### src/rtl/lec_pkg.sv
package lec_pkg;
  localparam int BYTE_W = 8;
  typedef logic [BYTE_W-1:0] byte_t;
endpackage

### src/rtl/lec_sec_divider.sv
module lec_sec_divider #(
  parameter int DIV = 2048000
) (
  input  logic clk,
  input  logic rst_n,
  output logic tick_o
);
  localparam int DW = (DIV > 2) ? $clog2(DIV) : 1;
  localparam logic [DW-1:0] LAST = DW'(DIV - 1);

  logic [DW-1:0] phase_q;

  assign tick_o = (phase_q == LAST);

  always_ff @(posedge clk) begin
    if (!rst_n)      phase_q <= '0;
    else if (tick_o) phase_q <= '0;
    else             phase_q <= phase_q + DW'(1);
  end
endmodule

### src/rtl/lec_sat_counter.sv
module lec_sat_counter #(
  parameter int W = 10
) (
  input  logic         clk,
  input  logic         rst_n,
  input  logic         inc_i,
  input  logic         boundary_i,
  output logic [W-1:0] held_o
);
  localparam logic [W-1:0] TOP = {W{1'b1}};

  logic [W-1:0] run_q;

  always_ff @(posedge clk) begin
    if (!rst_n) begin
      run_q  <= '0;
      held_o <= '0;
    end else if (boundary_i) begin
      held_o <= run_q;
      run_q  <= inc_i ? W'(1) : '0;
    end else if (inc_i && (run_q != TOP)) begin
      run_q  <= run_q + W'(1);
    end
  end
endmodule

### src/rtl/lec_byte_split.sv
module lec_byte_split
  import lec_pkg::*;
#(
  parameter int W = 10
) (
  input  logic [W-1:0] val_i,
  output byte_t        hi_o,
  output byte_t        lo_o
);
  generate
    if (W <= BYTE_W) begin : g_narrow
      assign hi_o = '0;
      assign lo_o = byte_t'(val_i);
    end else if (W == 2 * BYTE_W) begin : g_full
      assign hi_o = val_i[W-1:BYTE_W];
      assign lo_o = val_i[BYTE_W-1:0];
    end else begin : g_mid
      assign hi_o = {{(2*BYTE_W-W){1'b0}}, val_i[W-1:BYTE_W]};
      assign lo_o = val_i[BYTE_W-1:0];
    end
  endgenerate
endmodule

### src/rtl/line_err_counters.sv
module line_err_counters
  import lec_pkg::*;
#(
  parameter int TICK_DIV = 2048000,
  parameter int BPV_W    = 10,
  parameter int CRC_W    = 10,
  parameter int EBIT_W   = 10
) (
  input  logic  clk,
  input  logic  rst_n,
  input  logic  crc4_en,
  input  logic  bpv_err,
  input  logic  crc_err,
  input  logic  ebit_err,
  output byte_t bpv_hi,
  output byte_t bpv_lo,
  output byte_t crc_hi,
  output byte_t crc_lo,
  output byte_t ebit_hi,
  output byte_t ebit_lo,
  output logic  sec_flag
);
  logic              tick;
  logic [BPV_W-1:0]  bpv_held;
  logic [CRC_W-1:0]  crc_held;
  logic [EBIT_W-1:0] ebit_held;

  lec_sec_divider #(.DIV(TICK_DIV)) u_div (
    .clk(clk), .rst_n(rst_n), .tick_o(tick)
  );

  lec_sat_counter #(.W(BPV_W)) u_bpv (
    .clk(clk), .rst_n(rst_n), .inc_i(bpv_err),
    .boundary_i(tick), .held_o(bpv_held)
  );

  lec_sat_counter #(.W(CRC_W)) u_crc (
    .clk(clk), .rst_n(rst_n), .inc_i(crc_err & crc4_en),
    .boundary_i(tick), .held_o(crc_held)
  );

  lec_sat_counter #(.W(EBIT_W)) u_ebit (
    .clk(clk), .rst_n(rst_n), .inc_i(ebit_err & crc4_en),
    .boundary_i(tick), .held_o(ebit_held)
  );

  lec_byte_split #(.W(BPV_W)) u_bpv_split (
    .val_i(bpv_held), .hi_o(bpv_hi), .lo_o(bpv_lo)
  );

  lec_byte_split #(.W(CRC_W)) u_crc_split (
    .val_i(crc_held), .hi_o(crc_hi), .lo_o(crc_lo)
  );

  lec_byte_split #(.W(EBIT_W)) u_ebit_split (
    .val_i(ebit_held), .hi_o(ebit_hi), .lo_o(ebit_lo)
  );

  always_ff @(posedge clk) begin
    if (!rst_n) sec_flag <= 1'b0;
    else        sec_flag <= tick;
  end
endmodule

### config.mk
export PLATFORM = sky130hd
export DESIGN_NAME = line_err_counters
export DESIGN_NICKNAME = d
export VERILOG_FILES = /design/src/rtl/lec_pkg.sv /design/src/rtl/lec_sec_divider.sv /design/src/rtl/lec_sat_counter.sv /design/src/rtl/lec_byte_split.sv /design/src/rtl/line_err_counters.sv
export SDC_FILE = /design/constraint.sdc
export NUM_CORES = 1
export LEC_CHECK = 0
export ABC_AREA = 1
export BUFFER_PORTS_ARGS = -buffer_cell sky130_fd_sc_hd__buf_2
export CORE_MARGIN = 2
export CORE_UTILIZATION = 60
export CTS_BUF_LIST = sky130_fd_sc_hd__clkbuf_8
export DETAILED_ROUTE_END_ITERATION = 10
export PLACE_DENSITY = 0.95
export SLEW_MARGIN = 20
export SYNTH_ARGS = -nofsm -noshare
export SYNTH_HDL_FRONTEND = slang
export SYNTH_SLANG_ARGS = --single-unit
### constraint.sdc
create_clock -name clk -period 4.3 [get_ports clk]
set_input_delay 0.43 -clock clk [delete_from_list [all_inputs] [get_ports clk]]
set_output_delay 0.43 -clock clk [all_outputs]
set_load 0.03 [all_outputs]
-- Word level (Yosys, flattened, before mapping)
Index checks and enable logic that the tools add are counted.
- register bits after elaboration: 82
- input bits: 6
- output and inout port bits: 49
- logic and storage cells: 35
- add/sub/neg operators: 4
- equal/unequal tests: 4
- mux-type cells: 9
- bitwise logic cells: 3
- reductions and logical operators: 7
- operators with widths (kind ; number):
    $mux W10 ; 6
    $add A10 B1 Y10 const B ; 3
    $ne A10 B10 Y1 const B ; 3
    $add A21 B1 Y21 const B ; 1
    $eq A21 B21 Y1 const B ; 1
    $reduce_bool A2 Y1 ; 3
    $logic_and A1 B1 Y1 ; 3
    $mux W1 ; 3
    $and A1 B1 Y1 ; 2
    $reduce_or A2 Y1 ; 1
    $not A1 Y1 ; 1

-- Longest topological paths before layout
- word-level depth: 4
- mapped depth: 12
- depth with buffers taken out: 10

-- Cells and area by module
From an unflattened synthesis, not the netlist that was laid out.
- cell total of the unflattened synthesis: 594
- area total of the unflattened synthesis: 4119.0 sq um
- by module, submodules not included (module ; instances ; cells each ; area an instance (sq um) ; seq. area each (sq um)):
    lec_sat_counter ; 3 ; 126 ; 882.1 ; 400.4
    lec_sec_divider ; 1 ; 158 ; 1058.5 ; 420.4
    lec_byte_split ; 3 ; 17 ; 123.9 ; 0.0
    line_err_counters ; 1 ; 7 ; 42.5 ; 20.0

-- Worst setup path before layout
No wires, ideal clock.
- path kind: register to register
- start point: register u_div.phase_q[0]
- end point: register u_crc.held_o[1]
- setup time: 113 ps
- arrival: 1513 ps
- required time: 4187 ps
- setup slack: 2674 ps
- stages on the path, launching flop included: 13
- buffers on the path: 2
- clock period less this slack: 1626 ps
- path through: dfxtp_1 -> ha_1 -> nand2_1 -> inv_2 -> nand2_2 -> nor2_8 -> nand3_4 -> nand2_2 -> inv_2 -> buf_6 -> buf_6 -> nand2_1 -> nand2_1
- word-level cells in the longest chain between the ends: 1
- RTL lines (element ; RTL line ; source):
    start: declaration ; lec_sec_divider.sv:11 ; logic [DW-1:0] phase_q;
    start signal: assignment ; lec_sec_divider.sv:18 ; else phase_q <= phase_q + DW'(1);
    $eq A21 B21 Y1 ; lec_sec_divider.sv:13 ; assign tick_o = (phase_q == LAST);
    end signal: assignment ; lec_sat_counter.sv:19 ; held_o <= run_q;
    end: declaration ; lec_sat_counter.sv:8 ; output logic [W-1:0] held_o
No other way between the ends.
A chain may end at the register's enable or synchronous reset.

-- Worst setup path in the final report
- start point: register u_div.phase_q[0]
- end point: register u_bpv.held_o[0]
- word-level cells in the longest chain between the ends: 1
- RTL lines (element ; RTL line):
    $eq A21 B21 Y1 ; lec_sec_divider.sv:13
    end signal: assignment ; lec_sat_counter.sv:19
    end: declaration ; lec_sat_counter.sv:8
No other way between the ends.

==> flow_metrics.tcl <==
set metrics [dict create \
    min_period_ns 2.71 \
    max_stage_delay_ns 0.52 \
    postPlaceCellArea_sq_um 4090 \
    post_cts_buffers 0 \
    worstSetupEndpointType "register" \
    avgSynthCellArea_sq_um 7.18 \
    setup-tns-final_ns 0 \
    p_seq_frac 0.542 \
    port_buffers 36 \
    crit_slowest_cell "nand2_2" \
    cts_resized 0 \
    diodes 0 \
    ctsHoldBuffers 0 \
    routabilityCongestion 0.890 \
    clkPwrFrac 0.408 \
    via_per_inst 5.37 \
    rrSetupSlack_ns 1.59 \
    fp.dieW_um 85.4 \
    cts_tree "done" \
    p_leak_nw 1.80 \
    root_buffer "clkbuf_8" \
    required_ns 4.55 \
    hold_viol 0 \
    synth_edf_count 0 \
    p_int_mw 1.06 \
    finalHoldWorstSlack_ns 0.364 \
    grt_antenna_before_repair 0 \
    clockBufferDepth 2 \
    grtUsageTotal 0.231 \
    drv_cap 0 \
    ys_seq_area_frac 0.413 \
    num_io_pins 55 \
    drtIter0Drc 235 \
    synth_area_sq_um 3970 \
    switching_power_mw 0.368 \
    rsz0062_at_grt "false" \
    regToRegStartpoint "u_div.phase_q[0]" \
    min_path_type "input port to register" \
    postLayoutCellArea_sq_um 4300 \
    grt.overflow.total 0 \
    dp_hpwl_um 5820 \
    synthCells 553 \
    whs_path_depth 3 \
    setup.worst_path.start_class "register" \
    critPathMaxFanout 44 \
    critPathBufInv 2 \
    setup_viol 0 \
    yosys_warnings 0 \
    power.density_nw_per_um2 332 \
    critical_path_class "register to register" \
    remaining_drc_errors 0 \
    cp.arrival_ns 2.96 \
    ff2ff_path_depth 10 \
    final_antenna_net_count 0 \
    totalWireLength_um 8230 \
    first_pass_iters 5 \
    synth_seq_cells 82 \
    worst_pin_slew_ns 0.712 \
    area_growth_pct 8.22 \
    grt_pass1_vias 3136 \
    ir_drop_mv 0.289 \
    htreeDepth 3 \
    cts-buffers-inserted 9 \
    die_area_sq_um 7290 \
    p_comb_frac 0.050 \
    synth_ff_type "dfxtp_1" \
    synth_cell_types 36 \
    core_sq_um 6390 \
    cp_cell_sequence "ha_1 > nand2_1 > inv_2 > nand2_2 > nor2_8 > nand3_4 > nand2_2 > inv_2 > nand2_1 > o21ai_0" \
    grt_pass1_wl_um 13600 \
    wl_per_cell_um 12.4 \
    min_from "rst_n" \
    finClkSkew_ns 0.0146 \
    clk_latency_ns 0.37 \
    min_to "u_bpv.run_q[9]" \
    status "complete, no violations" \
    slew_headroom 0.525 \
    setup_slack_ns 1.59 \
    ys_async_sr_fraction 0 \
    initial_core_util 0.622 \
    report.final.slew_viol_count 0 \
    grt_max_degree 45 \
    layout.nets 594 \
    cpLargestDelayFamily "simple AND/OR/NAND/NOR gates" \
    rows 29 \
    fp.dieH_um 85.4 \
    p_sw_frac 0.258 \
    fmax_mhz 369 \
    finalCritPeriodShare 0.629 \
    vias 3576 \
    clock-sinks 82 \
    path_clk_slew_ns 0.09 \
    drive_gt1_frac 0.134 \
    dp_slack_ns 1.59 \
    r2r_end "u_bpv.held_o[0]" \
]
[through the flow]
stage	instances	utilization	total power, mW
2_1_floorplan	570	-	0.865
3_3_place_gp	650	0.640	0.861
3_5_place_dp	650	0.640	0.863
4_1_cts	666	0.673	1.44
5_1_grt	666	0.673	1.47
6_report	666	0.673	1.43
[state kept, by name, indices dropped and copies added (netlist names)]
name           cells
sec_flag           1
u_crc.held_o      10
u_bpv.held_o      10
u_ebit.run_q      10
u_ebit.held_o     10
u_div.phase_q     21
u_crc.run_q       10
u_bpv.run_q       10
[cell families (layout without fill, tap and decap cells)]
kind of cell	after synthesis	count (layout)	synth area share
adder cells (fa/ha/maj)	4	4	0.0126
XOR/XNOR	18	18	0.0397
other	1	18	0.000944
AND/OR/NAND/NOR	316	316	0.360
flip-flops	82	82	0.413
AO/OA/AOI/OAI	56	56	0.0772
buffers and inverters	76	95	0.0967
[worst reg2reg max path, stage by stage (launching register included)]
cell     delay, ns
dfxtp_1       0.40
ha_1          0.18
nand2_1       0.08
inv_2         0.07
nand2_2       0.10
nor2_8        0.21
nand3_4       0.41
nand2_2       0.53
inv_2         0.38
nand2_1       0.15
o21ai_0       0.08
[synthesized netlist by cell type (2+ instances only)]
master,n,share of area
inv_1,38,0.036
xor2_1,16,0.035
or2_2,2,0.0031
clkbuf_1,7,0.0066
nor3_1,8,0.010
inv_2,5,0.0047
nand3b_1,14,0.026
ha_1,4,0.013
nand2_2,5,0.0079
nor2_1,58,0.055
xnor2_1,2,0.0044
nand3_1,59,0.074
nand2_1,154,0.15
o21ai_0,10,0.013
nor2_2,3,0.0047
dfxtp_1,82,0.41
buf_2,4,0.0050
nand4_1,4,0.0063
buf_6,3,0.0085
o21ai_2,5,0.011
buf_4,19,0.036
o21ai_1,5,0.0063
a21oi_1,33,0.042
[power groups by stage]
| stage | logic (mW) | registers (mW) | clock network, mW |
|---|---|---|---|
| after floorplan | 0.0742 | 0.790 | 0 |
| after global placement | 0.0688 | 0.792 | 0 |
| after detailed placement | 0.0709 | 0.792 | 0 |
| after CTS | 0.0712 | 0.774 | 0.592 |
| after global routing | 0.0789 | 0.776 | 0.616 |
| final | 0.0712 | 0.775 | 0.582 |
[cells in the final DEF (no fill, tap or decap), drive strengths merged]
cell type	netlist	final
a31oi	1	1
nor3	9	9
conb	1	18
or2	3	3
nand3	60	60
buf	26	36
and2	1	1
clkinvlp	0	2
o21ai	20	20
inv	43	46
a21oi	33	33
xnor2	2	2
nor3b	1	1
clkinv	0	1
nand3b	14	14
nand4	5	5
xor2	16	16
dfxtp	82	82
nand2	160	160
bufinv	0	1
nor2	63	63
clkbuf	7	9
a41oi	1	1
ha	4	4
o21bai	1	1
[metal layers]
metal  track usage  up-vias  wire length, um
li1              -     1804                -
met2         0.398      132             4110
met3        0.0623       19              566
met1         0.274     1621             3420
met4        0.0866        0              139
met5             0        -                0
[area by class of cell]
class                           instances  area (sq um)
Timing Repair Buffer                   36           180
Clock inverter                          7          85.1
Multi-Input combinational cell        412          2010
Clock buffer                            9           124
Inverter                               43           161
Fill cell                             511          2090
Sequential cell                        82          1640
Tap cell                               77          96.3
[worst max path at each step]
stage,from,endpoint,cells past startpoint
after CTS,u_div.phase_q[0],u_bpv.held_o[0],10
final,u_div.phase_q[0],u_bpv.held_o[0],10
after detailed placement,u_div.phase_q[0],u_bpv.held_o[0],10
after floorplan,u_div.phase_q[0],u_crc.held_o[1],12
after global placement,u_div.phase_q[0],u_ebit.held_o[8],10
after global routing,u_div.phase_q[0],u_bpv.held_o[7],10
(Power assumes the default switching activity.)
